[config.mk]
export PLATFORM = sky130hd
export DESIGN_NAME = dual_slope_seq
export DESIGN_NICKNAME = d
export VERILOG_FILES = /design/src/rtl/dsc_pkg.sv /design/src/rtl/dsc_prescale.sv /design/src/rtl/dsc_sequencer.sv /design/src/rtl/dsc_result.sv /design/src/rtl/dual_slope_seq.sv
export SDC_FILE = /design/constraint.sdc
export NUM_CORES = 1
export LEC_CHECK = 0
export BUFFER_PORTS_ARGS = -buffer_cell sky130_fd_sc_hd__buf_4
export CORE_UTILIZATION = 54
export CTS_CLUSTER_SIZE = 8
export DETAILED_ROUTE_END_ITERATION = 8
export PLACE_DENSITY_LB_ADDON = 0.12
export REMOVE_ABC_BUFFERS = 1
export SLEW_MARGIN = 40
export SYNTH_ARGS = -nofsm -noshare
export SYNTH_HDL_FRONTEND = slang
export SYNTH_SLANG_ARGS = --single-unit
[constraint.sdc]
create_clock -name clk -period 2.5 [get_ports clk]
set_clock_uncertainty 0.2 [all_clocks]
set_input_delay 0 -clock clk [delete_from_list [all_inputs] [get_ports clk]]
set_output_delay 0 -clock clk [all_outputs]
set_load 0.02 [all_outputs]
[src/rtl/dsc_pkg.sv]
package dsc_pkg;
  typedef enum logic [2:0] {
    PH_AZ    = 3'b001,
    PH_INT   = 3'b010,
    PH_DEINT = 3'b100
  } phase_t;
endpackage

[src/rtl/dsc_prescale.sv]
module dsc_prescale #(
  parameter int DIV = 4
) (
  input  logic clk,
  input  logic rst,
  output logic tick_o
);
  localparam int PW = (DIV > 1) ? $clog2(DIV) : 1;
  localparam logic [PW-1:0] LAST = PW'(DIV - 1);

  logic [PW-1:0] pcnt;

  always_ff @(posedge clk) begin
    if (rst) begin
      pcnt   <= '0;
      tick_o <= 1'b0;
    end else begin
      tick_o <= (pcnt == LAST);
      pcnt   <= (pcnt == LAST) ? '0 : pcnt + 1'b1;
    end
  end

  generate
    if (DIV > 1) begin : g_gap

      tick_gap_chk: assert property (@(posedge clk) disable iff (rst)
        tick_o |=> !tick_o);
    end
  endgenerate
endmodule

[src/rtl/dsc_sequencer.sv]
module dsc_sequencer
  import dsc_pkg::*;
#(
  parameter int T_INT     = 1000,
  parameter int DEINT_MAX = 2000,
  parameter int AZ_MIN    = 1000,
  parameter int AZ_BASE   = 3000,
  parameter int CW        = 12
) (
  input  logic          clk,
  input  logic          rst,
  input  logic          tick_i,
  input  logic          cmp_i,
  output phase_t        phase_o,
  output logic          hold_o,
  output logic [CW-1:0] cnt_o,
  output logic          end_o,
  output logic          end_ovr_o
);
  logic [CW-1:0] az_len;
  logic [CW-1:0] az_next;
  logic          crossed;

  assign crossed   = (cmp_i != hold_o);
  assign end_o     = tick_i && (phase_o == PH_DEINT) &&
                     (crossed || cnt_o == CW'(DEINT_MAX));
  assign end_ovr_o = !crossed;

  always_comb begin
    int d;
    d = AZ_BASE - int'(cnt_o);
    az_next = (d < AZ_MIN) ? CW'(AZ_MIN) : CW'(d);
  end

  always_ff @(posedge clk) begin
    if (rst) begin
      phase_o <= PH_AZ;
      cnt_o   <= '0;
      az_len  <= CW'(AZ_BASE);
      hold_o  <= 1'b0;
    end else if (tick_i) begin
      case (phase_o)
        PH_AZ: begin
          if (cnt_o == az_len - 1'b1) begin
            phase_o <= PH_INT;
            cnt_o   <= '0;
          end else begin
            cnt_o <= cnt_o + 1'b1;
          end
        end
        PH_INT: begin
          if (cnt_o == CW'(T_INT - 1)) begin
            phase_o <= PH_DEINT;
            cnt_o   <= '0;
            hold_o  <= cmp_i;
          end else begin
            cnt_o <= cnt_o + 1'b1;
          end
        end
        PH_DEINT: begin
          if (end_o) begin
            phase_o <= PH_AZ;
            cnt_o   <= '0;
            az_len  <= az_next;
          end else begin
            cnt_o <= cnt_o + 1'b1;
          end
        end
        default: begin
          phase_o <= PH_AZ;
          cnt_o   <= '0;
        end
      endcase
    end
  end

  // checker counters: ticks spent in run-up and in zeroing
  logic [CW-1:0] int_seen;
  logic [CW-1:0] az_seen;
  always_ff @(posedge clk) begin
    if (rst || phase_o == PH_AZ) int_seen <= '0;
    else if (tick_i && phase_o == PH_INT) int_seen <= int_seen + 1'b1;
    if (rst || phase_o == PH_DEINT) az_seen <= '0;
    else if (tick_i && phase_o == PH_AZ) az_seen <= az_seen + 1'b1;
  end


  phase_excl_chk: assert property (@(posedge clk) disable iff (rst)
    $countones(phase_o) == 1);

  az_next_chk: assert property (@(posedge clk) disable iff (rst)
    (phase_o == PH_AZ) |=> (phase_o == PH_AZ || phase_o == PH_INT));

  int_next_chk: assert property (@(posedge clk) disable iff (rst)
    (phase_o == PH_INT) |=> (phase_o == PH_INT || phase_o == PH_DEINT));

  deint_next_chk: assert property (@(posedge clk) disable iff (rst)
    (phase_o == PH_DEINT) |=> (phase_o == PH_DEINT || phase_o == PH_AZ));

  int_len_chk: assert property (@(posedge clk) disable iff (rst)
    $rose(phase_o == PH_DEINT) |-> int_seen == CW'(T_INT));

  az_min_chk: assert property (@(posedge clk) disable iff (rst)
    $rose(phase_o == PH_INT) |-> az_seen >= CW'(AZ_MIN));

  deint_cap_chk: assert property (@(posedge clk) disable iff (rst)
    (phase_o == PH_DEINT) |-> cnt_o <= CW'(DEINT_MAX));

  hold_stable_chk: assert property (@(posedge clk) disable iff (rst)
    (phase_o == PH_DEINT && $past(phase_o) == PH_DEINT) |-> $stable(hold_o));
endmodule

[src/rtl/dsc_result.sv]
module dsc_result #(
  parameter int DEINT_MAX = 2000,
  parameter int CW        = 12,
  parameter int MW        = 11
) (
  input  logic          clk,
  input  logic          rst,
  input  logic          end_i,
  input  logic          ovr_i,
  input  logic          hold_i,
  input  logic [CW-1:0] cnt_i,
  output logic [MW-1:0] mag_o,
  output logic          sign_o,
  output logic          ovr_o,
  output logic          valid_o
);
  always_ff @(posedge clk) begin
    if (rst) begin
      mag_o   <= '0;
      sign_o  <= 1'b0;
      ovr_o   <= 1'b0;
      valid_o <= 1'b0;
    end else begin
      valid_o <= end_i;
      if (end_i) begin
        mag_o  <= MW'(cnt_i);
        sign_o <= !hold_i;
        ovr_o  <= ovr_i;
      end
    end
  end


  valid_pulse_chk: assert property (@(posedge clk) disable iff (rst)
    valid_o |=> !valid_o);

  result_hold_chk: assert property (@(posedge clk) disable iff (rst)
    !valid_o |-> ($stable(mag_o) && $stable(sign_o) && $stable(ovr_o)));

  ovr_mag_chk: assert property (@(posedge clk) disable iff (rst)
    ovr_o |-> mag_o == MW'(DEINT_MAX));
endmodule

[src/rtl/dual_slope_seq.sv]
module dual_slope_seq
  import dsc_pkg::*;
#(
  parameter int CLK_DIV   = 4,
  parameter int T_INT     = 1000,
  parameter int DEINT_MAX = 2000,
  parameter int AZ_MIN    = 1000,
  parameter int AZ_BASE   = 3000,
  localparam int MW       = $clog2(DEINT_MAX + 1)
) (
  input  logic          clk,
  input  logic          rst,
  input  logic          cmp_i,
  output logic          az_o,
  output logic          in_o,
  output logic          ref_pos_o,
  output logic          ref_neg_o,
  output logic [MW-1:0] mag_o,
  output logic          sign_o,
  output logic          ovr_o,
  output logic          valid_o
);
  localparam int SPAN = (AZ_BASE > DEINT_MAX) ?
                        ((AZ_BASE > T_INT) ? AZ_BASE : T_INT) :
                        ((DEINT_MAX > T_INT) ? DEINT_MAX : T_INT);
  localparam int CW = $clog2(SPAN + 1);

  logic          tick;
  phase_t        phase;
  logic          hold;
  logic [CW-1:0] cnt;
  logic          end_c;
  logic          end_ovr;

  dsc_prescale #(.DIV(CLK_DIV)) u_pre (
    .clk(clk), .rst(rst), .tick_o(tick)
  );

  dsc_sequencer #(
    .T_INT(T_INT), .DEINT_MAX(DEINT_MAX), .AZ_MIN(AZ_MIN),
    .AZ_BASE(AZ_BASE), .CW(CW)
  ) u_seq (
    .clk(clk), .rst(rst), .tick_i(tick), .cmp_i(cmp_i),
    .phase_o(phase), .hold_o(hold), .cnt_o(cnt),
    .end_o(end_c), .end_ovr_o(end_ovr)
  );

  dsc_result #(.DEINT_MAX(DEINT_MAX), .CW(CW), .MW(MW)) u_res (
    .clk(clk), .rst(rst), .end_i(end_c), .ovr_i(end_ovr),
    .hold_i(hold), .cnt_i(cnt),
    .mag_o(mag_o), .sign_o(sign_o), .ovr_o(ovr_o), .valid_o(valid_o)
  );

  assign az_o      = phase[0];
  assign in_o      = phase[1];
  assign ref_pos_o = phase[2] & ~hold;
  assign ref_neg_o = phase[2] &  hold;


  ref_excl_chk: assert property (@(posedge clk) disable iff (rst)
    !(ref_pos_o && ref_neg_o) && !((ref_pos_o || ref_neg_o) && (az_o || in_o)));
endmodule

==> impl_metrics.yaml, run 1 <==
run_status:
  outcome: "finished clean"
cts:
  path_clk_slew_ns: 0.09
  ctsRootBufferMaster: "clkbuf_8"
  insertion_delay_ns: 0.30
  h-tree-depth: 2
  clk_path_buf_depth: 2
  clock_sinks: 45
  cts_tree: "done"
  numCtsBuffers: 5
sta:
  timing.final.crit_period_ns: 2.408
  min_period_over_period: 0.9631
  worst_pin_slew_ns: 0.6891
  slew_violations: 0
  rsz0062_at_grt: "yes"
  report.final.hold_viol_count: 0
  max_freq_ghz: 0.4153
  holdWs_ns: 0.2359
  max-slew-margin-rel: 0.5373
  finalSetupViolations: 0
place:
  port_buffers: 20
  gp_congestion: 0.8802
  place_inst: 439
  dp_hpwl_um: 5337
global_route:
  antenna_found_initial: 0
  overflow: 0
  grt_pass1_vias: 2524
  use_met3: 0.04834
  grt_start_max_net_pins: 33
  grt_busiest_layer: "met2"
  use_met2: 0.4877
  use_met1: 0.3792
  grt_pass1_wl_um: 12080
  grt.total_usage: 0.2975
layout:
  mostFrequentLayoutCells: "buf_4, dfxtp_1, nand2_1"
  mostFrequentLayoutCell: "buf_4"
  syn2layout_area_growth_pct: 20.64
  nNetsFinal: 388
  n_antenna_cell: 0
  fin_cells: 448
  drive_gt1_frac: 0.2467
  fillerInstances: 434
worst_setup_path:
  r2r-end: "u_seq.cnt_o[5]"
  endpoint: "u_seq.cnt_o[5]"
  arrival_ns: 2.39
  worstPathRequired_ns: 2.48
  crit_buf_inv: 0
  crit_path_end_kind: "register"
  cp_slowest_cell: "or4_4"
  cp_max_fo: 8
  cp.depth: 7
  path_delay_family: "simple AND/OR/NAND/NOR gates"
  critPathMaxStageDelay_ns: 0.61
  reg2reg_depth: 7
  r2r_setup_slack_ns: 0.09
  critPathLaunch: "u_seq.az_len[3]"
  critPathMostFrequentCell: "nand4_1"
  timing.rr.start: "u_seq.az_len[3]"
  worstPathCellList: "or4_4 -> nor3_2 -> nand4_1 -> a31oi_4 -> nand4_1 -> nand2_4 -> o22ai_1"
  critPathKind: "reg2reg"
  start_kind: "register"
power_and_ir_drop:
  irDropWorstVdd_mv: 0.4552
  leakage_uw: 0.001123
  powerDensity_mw_per_mm2: 370.3
synthesis:
  avgSynthCellArea_um2: 7.947
  netlist_area_mm2: 0.002734
  yosys_most_used_dff: "dfxtp_1"
  ys_ff_latch: 45
  yosysUniqueCellTypes: 67
  ys_async_sr_fraction: 0
  synth_edf_count: 0
  synthCells: 344
  yosysSeqAreaShare: 0.3295
  yosysWarnings: 0
routing:
  via_per_inst: 6.002
  dr.pass1.iters: 5
  ant_nets: 0
  initialDrtViolationCount: 165
  wl_per_cell_um: 16.31
  vias: 2689
  drc: 0
  drt_wl_total_um: 7306
floorplanning:
  dieHeight_um: 73.15
  die_width_um: 73.15
  io_pins: 21
  start_util: 0.5712
  core_mm2: 0.004786
  die-area_mm2: 0.005351
  rows: 25
worst_hold_path:
  hold_path_class: "reg2reg"
flow_run:
  max-cap-violations: 0
==> layout make-up <==
cell class                 instances  area, µm²  area share
tap                               67      83.83     0.02542
timing repair buffer              56      425.4      0.1290
clock inverter                     1      8.758    0.002656
clock buffer                       6      72.57     0.02200
sequential                        45      900.9      0.2731
multi-input combinational        260       1758      0.5330
inverter                          13      48.80     0.01480
==> timing repair <==
item                       4_1_cts  5_1_grt
setup buffers                    0        0
pin swaps                        0        3
hold buffers                     2        0
gates resized for setup          1       16
setup endpoints to repair        4       23
hold endpoints to repair        24        0
==> metrics by stage <==
stage	TNS, ns	setup slack [ns]	instance area (µm²)	total power [µW]	util
after global routing	-0.04762	-0.01511	3298	1264	0.6892
after floorplan	-0.08056	-0.01107	2623	767.4	-
after CTS	0	0.001358	3217	1225	0.6722
after global placement	-0.01259	-0.01259	3112	791.8	0.6502
after detailed placement	0	0.009940	3112	793.8	0.6502
final	0	0.09213	3298	1221	0.6892
==> where the power goes <==
part,internal [µW],total [µW],switching [µW],leakage (µW)
Clock,194,440,246,0.0000412
Combinational,22.3,57.0,34.8,0.000719
Sequential,722,724,2.42,0.000363
==> kinds of logic (layout without fill, tap and decap cells) <==
group	count (synthesis)	count (layout)	synth area share
compound gates	83	83	0.2220
buf+inv	39	76	0.05858
xor+xnor	25	25	0.08009
flops	45	45	0.3295
mux	1	1	0.003661
fa+ha+maj	4	4	0.01831
simple gates	147	147	0.2879
==> flip-flops by register name (all words and copies together), names as in the netlist <==
signal / count
u_seq.az_len: 12
u_pre.tick_o: 1
u_res.sign_o: 1
u_res.valid_o: 1
u_res.mag_o: 11
u_res.ovr_o: 1
u_pre.pcnt: 2
u_seq.phase_o: 3
u_seq.hold_o: 1
u_seq.cnt_o: 12
==> cells in the mapped netlist, types with 5 or more instances <==
master | number | area (µm²)
nor3_1 | 14 | 70.07
dfxtp_1 | 45 | 900.9
buf_2 | 5 | 25.02
xor2_1 | 10 | 87.58
nand3_1 | 8 | 40.04
nor2_1 | 26 | 97.59
nand2b_1 | 5 | 31.28
nand2_1 | 43 | 161.4
o22ai_1 | 10 | 62.56
clkbuf_1 | 17 | 63.81
inv_1 | 13 | 48.80
xnor2_1 | 15 | 131.4
o22a_1 | 5 | 43.79
nor2b_1 | 6 | 37.54
nand4_1 | 12 | 75.07
a21oi_1 | 21 | 105.1
o21ai_0 | 7 | 35.03
==> metal layers <==
layer,wire (µm),part of all wire,vias up
li1,-,-,1310
met1,3161,0.43,1260
met2,3580,0.49,96
met3,371,0.051,23
met4,194,0.027,0
met5,0,0,-
==> worst min-delay path by stage <==
stage | start | to | slack [ns] | cells after the start
5_1_grt | u_pre.pcnt[0] | u_pre.pcnt[0] | 0.27 | 1
6_report | u_pre.pcnt[0] | u_pre.pcnt[0] | 0.24 | 1
2_1_floorplan | rst | u_res.mag_o[0] | -0.13 | 1
3_5_place_dp | cmp_i | u_seq.hold_o | 0.08 | 3
4_1_cts | u_pre.pcnt[0] | u_pre.pcnt[0] | 0.24 | 1
3_3_place_gp | cmp_i | u_seq.hold_o | 0.05 | 3
Power figures use the tool's default switching activity.
==> inputs of run 2 (changes only) <==
PLACE_DENSITY = 0.83   (was default)
PLACE_DENSITY_LB_ADDON = default   (was 0.12)
==> impl_metrics.yaml, run 2 (synthesis gave the netlist of run 1 again) <==
global_route:
  grt_busiest_layer: "met2"
  grt_start_max_net_pins: 33
  use_met2: 0.4486
  grt_pass1_wl_um: 11610
  use_met1: 0.3597
  grt.total_usage: 0.2758
  overflow: 0
  grt_pass1_vias: 2471
  antenna_found_initial: 0
  use_met3: 0.04144
sta:
  max_freq_ghz: 0.4001
  setup_ws_ns: 0.0008835
  rsz0062_at_grt: "yes"
  timing.final.crit_period_ns: 2.499
  slew_violations: 0
  min_period_over_period: 0.9996
  finalSetupViolations: 0
  max-slew-margin-rel: 0.6470
  report.final.hold_viol_count: 0
  fin_setup_tns_ns: 0
  worst_pin_slew_ns: 0.5257
cts:
  cts_tree: "done"
  path_clk_slew_ns: 0.09
  insertion_delay_ns: 0.31
  clock_sinks: 45
  h-tree-depth: 2
  post_cts_buffers: 0
  clk_path_buf_depth: 2
  numCtsBuffers: 5
  ctsRootBufferMaster: "clkbuf_8"
layout:
  mostFrequentLayoutCell: "buf_4"
  mostFrequentLayoutCells: "buf_4, dfxtp_1, nand2_1"
  drive_gt1_frac: 0.2749
  fin_util: 0.7075
  reg.largest.list: "u_seq.az_len (12), u_seq.cnt_o (12), u_res.mag_o (11)"
  syn2layout_area_growth_pct: 23.84
  n_antenna_cell: 0
  final_area_mm2: 0.003386
  fin_cells: 449
  nNetsFinal: 388
place:
  dp_hpwl_um: 4981
  dpl-instance-area_mm2: 0.003112
  gp_congestion: 0.9373
  dp_worst_setup_slack_ns: -0.02630
  port_buffers: 20
  place_inst: 439
worst_setup_path:
  cp_max_fo: 7
  worstPathCellList: "buf_4 -> nor4_4 -> nand2_1 -> o311a_4 -> a221oi_2 -> nand3_2 -> a211o_1"
  arrival_ns: 2.49
  path_delay_family: "compound AO/OA/AOI/OAI gates"
  critPathMaxStageDelay_ns: 0.43
  cp_slowest_cell: "o311a_4"
  crit_buf_inv: 1
  crit_path_end_kind: "register"
  start_kind: "register"
  worstPathRequired_ns: 2.50
  critPathKind: "reg2reg"
floorplanning:
  io_pins: 21
  die-area_mm2: 0.005351
  die_width_um: 73.15
  core_mm2: 0.004786
  dieHeight_um: 73.15
  rows: 25
  start_util: 0.5712
routing:
  drt_wl_total_um: 7180
  ant_nets: 0
  vias: 2666
  drc: 0
  initialDrtViolationCount: 253
  via_per_inst: 5.938
  wl_per_cell_um: 15.99
  dr.pass1.iters: 4
power_and_ir_drop:
  leakage_uw: 0.001167
  irDropWorstVdd_mv: 0.4403
  powerDensity_mw_per_mm2: 398.1
worst_hold_path:
  hold_path_class: "reg2reg"
flow_run:
  max-cap-violations: 0
run_status:
  outcome: "finished clean"
-- run 2: metrics by stage --
step | hold slack, ns | power [µW]
3_5_place_dp | 0.05972 | 792.4
4_1_cts | 0.2349 | 1351
3_3_place_gp | 0.04870 | 789.9
6_report | 0.2290 | 1348
5_1_grt | 0.2745 | 1393
2_1_floorplan | -0.1309 | 767.4
-- run 2: layout make-up --
cell class | count | area [µm²]
clock inverters | 3 | 46.29
repair buffers | 56 | 429.2
clock buffers | 5 | 68.82
multi-input cells | 260 | 1807
fillers | 349 | 1400
well taps | 67 | 83.83
inverters | 13 | 48.80
flip-flops and latches | 45 | 902.1
-- run 2: repair_timing --
item                                    4_1_cts  5_1_grt
endpoints found under the hold margin        25        0
gates resized for setup                       3       25
pin swaps                                     0        8
hold buffers                                  2        0
endpoints found under the setup margin       11       23
-- run 2: final timing paths --
kind                            slack (ns)  cells after the start                to             from
worst min-delay path                  0.23                      1     u_pre.pcnt[0]    u_pre.pcnt[0]
worst max-delay path                0.0009                      7  u_seq.phase_o[0]  u_seq.az_len[3]
worst min register to register        0.23                      1     u_pre.pcnt[0]    u_pre.pcnt[0]
worst max register to register      0.0009                      7  u_seq.phase_o[0]  u_seq.az_len[3]
-- run 2: power by group --
group	internal, µW	leakage, µW	switching (µW)
registers	722	0.000364	2.10
logic	23.7	0.000749	34.0
clock network	299	0.0000543	267
total	1040	0.00117	303
-- run 2: routing by layer --
| metal | vias to the layer above | share of wire |
|---|---|---|
| met2 | 75 | 0.49 |
| li1 | 1310 | - |
| met1 | 1261 | 0.43 |
| met3 | 20 | 0.046 |
| met5 | - | 0 |
| met4 | 0 | 0.026 |
==> inputs of run 3 (changes only) <==
REMOVE_ABC_BUFFERS = default   (was 1)
==> impl_metrics.yaml, run 3 (synthesis gave the netlist of run 1 again) <==
run_status:
  outcome: "finished clean"
routing:
  drt_wl_total_um: 7413
  vias: 2721
  wl_met1_um: 3126
  ant_nets: 0
  wl_per_cell_um: 16.47
  drc: 0
  wl_met2_um: 3712
  highest_layer: "met4"
  initialDrtViolationCount: 185
  dr.pass1.iters: 4
  via_per_inst: 6.047
  routed-wl-met3_um: 386
power_and_ir_drop:
  powerDensity_mw_per_mm2: 367.7
  leakage_uw: 0.001189
  p_sw_uw: 285.8
  swShare: 0.2284
  irDropWorstVdd_mv: 0.4106
  pwr-share-seq: 0.579
  pwr-share-comb: 0.043
  power_uw: 1252
  intPower_uw: 965.7
  clkPwrFrac: 0.378
cts:
  h-tree-depth: 2
  numCtsBuffers: 5
  insertion_delay_ns: 0.30
  path_clk_slew_ns: 0.08
  ctsRootBufferMaster: "clkbuf_8"
  cts_tree: "done"
  clock_sinks: 45
  clk_path_buf_depth: 2
sta:
  max_freq_ghz: 0.4016
  min_period_over_period: 0.9959
  worst_pin_slew_ns: 0.5370
  report.final.hold_viol_count: 0
  fin_setup_tns_ns: 0
  max-slew-margin-rel: 0.6403
  slew_violations: 0
  timing.final.crit_period_ns: 2.490
  finalSetupViolations: 0
worst_setup_path:
  cp_slowest_cell: "or4_4"
  crit_path_end_kind: "register"
  critPathKind: "reg2reg"
  worstPathRequired_ns: 2.50
  start_kind: "register"
  r2r-end: "u_seq.phase_o[0]"
  cp_max_fo: 6
  critPathMaxStageDelay_ns: 0.62
  path_delay_family: "simple AND/OR/NAND/NOR gates"
  arrival_ns: 2.49
  crit_buf_inv: 1
  r2r_setup_slack_ns: 0.01
  reg2reg_depth: 7
  worstPathCellList: "or4_4 -> nor3_4 -> nand4_1 -> a31oi_2 -> buf_4 -> nand3_2 -> a211o_1"
  timing.rr.start: "u_seq.az_len[6]"
layout:
  drive_gt1_frac: 0.2846
  reg.largest.list: "u_seq.az_len (12), u_seq.cnt_o (12), u_res.mag_o (11)"
  fin_cells: 450
  syn2layout_area_growth_pct: 24.48
  mostFrequentLayoutCells: "buf_4, nand2_1, dfxtp_1"
  mostFrequentLayoutCell: "buf_4"
  nNetsFinal: 389
  fillerInstances: 364
  n_antenna_cell: 0
worst_hold_path:
  hold_depth: 1
  hp-start: "u_pre.pcnt[0]"
  whs_endpoint: "u_pre.pcnt[0]"
  hold_path_class: "reg2reg"
global_route:
  overflow: 0
  antenna_found_initial: 0
  grt_start_max_net_pins: 33
  grt.total_usage: 0.2817
  grt_pass1_wl_um: 11650
  grt_pass1_vias: 2473
place:
  gp_congestion: 0.8722
  place_inst: 437
  port_buffers: 20
  dp_hpwl_um: 5133
floorplanning:
  core_mm2: 0.004786
  die-area_mm2: 0.005351
  rows: 25
  dieHeight_um: 73.15
  start_util: 0.5712
  io_pins: 21
  die_width_um: 73.15
flow_run:
  max-cap-violations: 0
synthesis:
  syn_nets: 351
## run 3: worst reg2reg max path: stages, from the launching register on
cell     delay (ns)
dfxtp_2        0.35
or4_4          0.62
nor3_4         0.18
nand4_1        0.15
a31oi_2        0.24
buf_4          0.17
nand3_2        0.15
a211o_1        0.32
## run 3: repair_timing
| item | in CTS | in global routing |
|---|---|---|
| endpoints found under the setup margin | 14 | 23 |
| hold buffers | 2 | 0 |
| buffers inserted | 0 | 3 |
| resized for setup | 4 | 30 |
| pin swaps | 1 | 12 |
| hold endpoints to repair | 25 | 0 |
## run 3: area by class of cell
type | instances | area [µm²] | share of cell area
clock inverters | 2 | 13.76 | 0.004044
flip-flops and latches | 45 | 905.9 | 0.2662
multi-input cells | 260 | 1836 | 0.5393
repair buffers | 57 | 432.9 | 0.1272
well taps | 67 | 83.83 | 0.02463
inverters | 13 | 48.80 | 0.01434
clock buffers | 6 | 82.58 | 0.02426
## run 3: worst max-delay path by stage
stage	to	start	slack [ns]	cells past startpoint
after floorplan	u_seq.phase_o[0]	u_seq.az_len[0]	0.03	9
after global placement	u_seq.az_len[0]	u_seq.cnt_o[0]	0.04	9
after detailed placement	u_seq.cnt_o[3]	u_seq.az_len[3]	-0.06	7
after CTS	u_seq.cnt_o[3]	u_seq.az_len[0]	0.02	10
after global routing	u_seq.phase_o[0]	u_seq.az_len[6]	-0.04	7
final	u_seq.phase_o[0]	u_seq.az_len[6]	0.01	7
## run 3: per-layer routing
layer | track usage | vias to the layer above
li1 | - | 1315
met1 | 0.3505 | 1300
met2 | 0.4877 | 90
met3 | 0.03729 | 16
met4 | 0.1176 | 0
met5 | 0 | -
## run 3: stage by stage
step                hold slack (ns)    util  instance area (µm²)  setup slack (ns)
floorplan                   -0.1157       -                 2735           0.02567
global placement            0.05489  0.6471                 3097           0.04430
detailed placement          0.08753  0.6471                 3097          -0.05513
CTS                          0.2517  0.6742                 3227           0.01793
global route                 0.2818  0.7111                 3403          -0.03798
finish                       0.2466  0.7111                 3403           0.01024
## run 3: power groups by stage
stage	Combinational, µW	Clock (µW)	Sequential (µW)
final	54.1	473	724
after global routing	59.0	516	725
after CTS	52.3	483	724
after detailed placement	48.9	0	741
after global placement	46.9	0	740
after floorplan	33.9	0	740
